==> src/rtl/g101_pkg.sv <==
package g101_pkg;

  typedef enum logic [2:0] {
    ST_IDLE = 3'd0,
    ST_BIT1 = 3'd1,
    ST_BIT2 = 3'd2,
    ST_BIT3 = 3'd3,
    ST_HOLD = 3'd4
  } g101_state_t;

  // Serial bit owned by each state (Moore decode).
  function automatic logic state_bit(input g101_state_t st);
    case (st)
      ST_BIT1, ST_BIT3: state_bit = 1'b1;
      default:          state_bit = 1'b0;
    endcase
  endfunction

  // Machine is occupied in every state except idle.
  function automatic logic state_busy(input g101_state_t st);
    state_busy = (st != ST_IDLE);
  endfunction

  // Successor along the fixed burst path, ignoring the trigger.
  function automatic g101_state_t burst_succ(input g101_state_t st);
    case (st)
      ST_BIT1: burst_succ = ST_BIT2;
      ST_BIT2: burst_succ = ST_BIT3;
      default: burst_succ = ST_IDLE;
    endcase
  endfunction

endpackage

==> src/rtl/g101_next.sv <==
module g101_next
  import g101_pkg::*;
(
  input  g101_state_t cur,
  input  logic        trig,
  output g101_state_t nxt,
  output logic        fire,
  output logic        rearm,
  output logic        last_bit
);

  always_comb begin
    nxt      = cur;
    fire     = 1'b0;
    rearm    = 1'b0;
    last_bit = 1'b0;
    case (cur)
      ST_IDLE: begin
        if (trig) begin
          nxt  = ST_BIT1;
          fire = 1'b1;
        end
      end
      ST_BIT1, ST_BIT2: nxt = burst_succ(cur);
      ST_BIT3: begin
        last_bit = 1'b1;
        if (trig) begin
          nxt = ST_HOLD;
        end else begin
          nxt   = ST_IDLE;
          rearm = 1'b1;
        end
      end
      ST_HOLD: begin
        if (!trig) begin
          nxt   = ST_IDLE;
          rearm = 1'b1;
        end
      end
      default: nxt = ST_IDLE;
    endcase
  end

endmodule

==> src/rtl/g101_state.sv <==
module g101_state
  import g101_pkg::*;
(
  input  logic        clk,
  input  logic        rst,
  input  g101_state_t nxt,
  output g101_state_t cur
);

  always_ff @(posedge clk) begin
    if (rst) cur <= ST_IDLE;
    else     cur <= nxt;
  end

  AST_RESET_IDLE: assert property (@(posedge clk) disable iff (rst)
    $past(rst) |-> cur == ST_IDLE);
  AST_ZERO_AFTER_ONE: assert property (@(posedge clk) disable iff (rst)
    cur == ST_BIT2 |-> $past(cur) == ST_BIT1);
  AST_ONE_AFTER_ZERO: assert property (@(posedge clk) disable iff (rst)
    cur == ST_BIT3 |-> $past(cur) == ST_BIT2);
  AST_START_FROM_IDLE: assert property (@(posedge clk) disable iff (rst)
    cur == ST_BIT1 |-> $past(cur) == ST_IDLE);

endmodule

==> src/rtl/g101_decode.sv <==
module g101_decode
  import g101_pkg::*;
(
  input  g101_state_t cur,
  output logic        sout,
  output logic        busy,
  output logic        waiting
);

  always_comb begin
    sout    = state_bit(cur);
    busy    = state_busy(cur);
    waiting = (cur == ST_HOLD);
  end

endmodule

==> src/rtl/g101_burst.sv <==
module g101_burst
  import g101_pkg::*;
(
  input  logic clk,
  input  logic rst,
  input  logic s,
  output logic sout,
  output logic busy
);

  g101_state_t cur_w;
  g101_state_t nxt_w;
  logic        fire_w;
  logic        rearm_w;
  logic        last_w;
  logic        wait_w;

  g101_next u_next (
    .cur      (cur_w),
    .trig     (s),
    .nxt      (nxt_w),
    .fire     (fire_w),
    .rearm    (rearm_w),
    .last_bit (last_w)
  );

  g101_state u_state (
    .clk (clk),
    .rst (rst),
    .nxt (nxt_w),
    .cur (cur_w)
  );

  g101_decode u_decode (
    .cur     (cur_w),
    .sout    (sout),
    .busy    (busy),
    .waiting (wait_w)
  );

  AST_FIRST_BIT: assert property (@(posedge clk) disable iff (rst)
    fire_w |=> sout && busy);
  AST_MID_LOW: assert property (@(posedge clk) disable iff (rst)
    (sout && $past(fire_w)) |=> !sout && busy);
  AST_LAST_HIGH: assert property (@(posedge clk) disable iff (rst)
    last_w |-> sout && busy);
  AST_WAIT_QUIET: assert property (@(posedge clk) disable iff (rst)
    (wait_w && s) |=> busy && !sout);
  AST_REARM_LOW: assert property (@(posedge clk) disable iff (rst)
    ($fell(busy) && !$past(rst)) |-> !$past(s));
  AST_REARM_EVENT: assert property (@(posedge clk) disable iff (rst)
    rearm_w |=> !busy);
  AST_OUT_IN_BUSY: assert property (@(posedge clk) disable iff (rst)
    sout |-> busy);

endmodule

==> config.mk <==
export PLATFORM = sky130hd
export DESIGN_NAME = g101_burst
export DESIGN_NICKNAME = d
export VERILOG_FILES = /design/src/rtl/g101_pkg.sv /design/src/rtl/g101_next.sv /design/src/rtl/g101_state.sv /design/src/rtl/g101_decode.sv /design/src/rtl/g101_burst.sv
export SDC_FILE = /design/constraint.sdc
export NUM_CORES = 1
export LEC_CHECK = 0
export BUFFER_PORTS_ARGS = -buffer_cell sky130_fd_sc_hd__buf_2
export CORE_AREA = 4 4 41 43
export CTS_CLUSTER_SIZE = 40
export DETAILED_ROUTE_END_ITERATION = 8
export DIE_AREA = 0 0 45 47
export MAX_ROUTING_LAYER = met4
export SYNTH_ARGS = -nofsm -noshare
export SYNTH_HDL_FRONTEND = slang
export SYNTH_SLANG_ARGS = --single-unit
==> constraint.sdc <==
create_clock -name clk -period 0.95 [get_ports clk]
set_input_delay 0.095 -clock clk [delete_from_list [all_inputs] [get_ports clk]]
set_output_delay 0.095 -clock clk [all_outputs]
set_load 0.02 [all_outputs]
==> results.md <==
* IO Port Bufs at 4
* Violated checks: negative setup slack
* Max FFs per register at 3
* HP Start: rst
* CTS clk-pin slew, worst paths at 0.04 ns
* Clk buf depth at 2
* Final Non-Filler Cells at 41
* Initial core utilization at 0.101
* Mapped cell area at 131 um2
* CTS H-tree depth at 1
* Synth Flop Type: dfxtp_1
* Avg Inst Size Synth at 10.1 um2
* Die width at 45 um
* Ys async rst share at 0
* Maximum capacitance violations at 0
* Net load switching power at 125 uW
* # nets final at 30
* Syn. warnings at 0
* Fin. Hold Viols at 0
* Critical path type: reg2out
* Peak VDD IR at 0.220 mV
* Die footprint at 2120 um2
* CTS root buf: clkbuf_4
* Latest clock arrival within the worst-skew pair at 0.23 ns
* Remaining antenna violation count at 0
* Beginning of the critical path: u_state.cur[2]
* RSZ-0062 raised after global routing: yes
* Dpl cell area at 196 um2
* Headroom to the max-slew limit at 0.856
* Max Clock Skew at 0.000302 ns
* Layout cells sized above 1 at 0.692
* DR WL/cell at 8.27 um
* First drt pass iteration count at 1
* GR Overflow Total at 0
* Share of the synthesized area in the top cell type at 0.457
* Global-route wire length before repair at 579 um
* Number of global-route vias before repair at 160
* Top Registers: u_state.cur (3)
* Power Density at 1760 nW/um2
* Final wirelength at 339 um
* Outcome: finished with violations
* Int Power at 362 uW
* Area contributors post-synth: dfxtp_1 46%, a21oi_2 6.7%, and2b_2 6.7%
* Top cell type by total area after synthesis: dfxtp_1
* GR Util All Layers at 0.0440
* Area added between synthesis and finish at 110%
* # clock sinks at 3
* Max Clk Rate at 875 MHz
* Max-slew violation count at 0
* Initial antenna violation count at 0
* Endpoints failing setup at 4
* Drt drc at 0
* Io pins at 5
* Top-count cell post-synth: dfxtp_1
* Min Tclk post-route at 1.14 ns
* Switching portion of total power at 0.257
* Chip Height at 47 um
* Hold WC Path Type: in2reg
* Yosys reg bits at 3
* Row cnt at 13
* GP Congestion at 0.638
* Worst EP required at 0.85 ns
* Vias per cell at 3.51
* Leak at 0.000114 uW
* Num CTS Buffers at 3
* Post-synthesis cell count at 13
* Sequential share of power at 0.298
* Top reg by flops: u_state.cur
* Antenna cells at 0
* Gate power share at 0.242
* Final Cell Area at 277 um2
* Crit. End Element: output pin
* Dpl cells at 35
* Post-synth net total at 16
* Crit start category: flop
* R2r startpoint: u_state.cur[2]
* Place WS at 0.0169 ns
* Worst-Margin Slew at 0.215 ns
* Final setup margin at -0.192 ns
* Total number of vias at 144
* Synth unique cells at 11
* Final period util at 1.20
* Largest net degree at the start of global routing at 5
* Critical Path AT at 1.05 ns
* CTS tree: built
* Post-synth EDFFs at 0
* Core area at 1300 um2
* Register area share after synthesis at 0.457
* Clock Power Share at 0.460
* Drt initial violations at 0
* CP Max Fanout at 2
## per-layer routing
metal,wire length (um),global-route usage,up-vias
met5,0,-,-
li1,-,-,71
met2,199,0.0763,4
met3,9,0,2
met1,115,0.0341,67
met4,14,0.0702,0
## cells in the final DEF, fill, tap and decap left out, drive strengths merged
master  n
a21oi   1
and2b   1
buf     9
clkbuf  4
dfxtp   3
nand2b  1
nand3b  1
nor2    1
nor3    1
nor4    1
or3     1
or3b    1
xnor2   1
## stage by stage
| stage | power, uW | hold slack, ns | setup TNS (ns) | utilization |
|---|---|---|---|---|
| detailed placement | 234 | 0.291 | 0 | 0.151 |
| global placement | 233 | 0.289 | 0 | 0.151 |
| global route | 518 | 0.0821 | -0.646 | 0.213 |
| finish | 487 | 0.0809 | -0.461 | 0.213 |
| CTS | 499 | 0.0724 | -0.460 | 0.211 |
| floorplan | 199 | 0.172 | 0 | - |
## worst max-delay path, cell delays in order (launching register included)
cell	delay, ns
dfxtp_2	0.31
or3_4	0.37
buf_6	0.14
## final timing paths
kind / end / slack (ns) / cells after the start
setup / recovery: busy / -0.19 / 2
setup reg to reg: u_state.cur[2] / -0.10 / 4
hold reg to reg: u_state.cur[2] / 0.55 / 2
hold / removal: u_state.cur[1] / 0.08 / 2
## final cells by class
type / instances / area (um2)
Clock buffer: 4 / 26.3
Tap cell: 15 / 18.8
Fill cell: 154 / 1020
Multi-Input combinational cell: 10 / 92.6
Sequential cell: 3 / 61.3
Timing Repair Buffer: 9 / 77.6
## cell families (layout without fill, tap and decap cells)
kind of cell	Yosys count	after routing	synth area share
buf+inv	0	13	0
simple gates	8	8	0.410
compound gates	1	1	0.0667
xor+xnor	1	1	0.0667
flops	3	3	0.457
## repair_timing
item,CTS,global route
cloned,0,0
buffers inserted,2,0
gates resized for setup,9,1
hold buffers,0,0
hold endpoints to repair,0,0
endpoints found under the setup margin,2,4
pin swaps,1,0
## power by group through the flow
stage               logic [uW]  registers [uW]  clock network (uW)
floorplan                 48.8             150                   0
global placement          86.0             147                   0
detailed placement        87.6             147                   0
CTS                        118             145                 237
global route               126             147                 245
finish                     118             145                 224
Note: power is estimated with default switching activity, not from simulation.
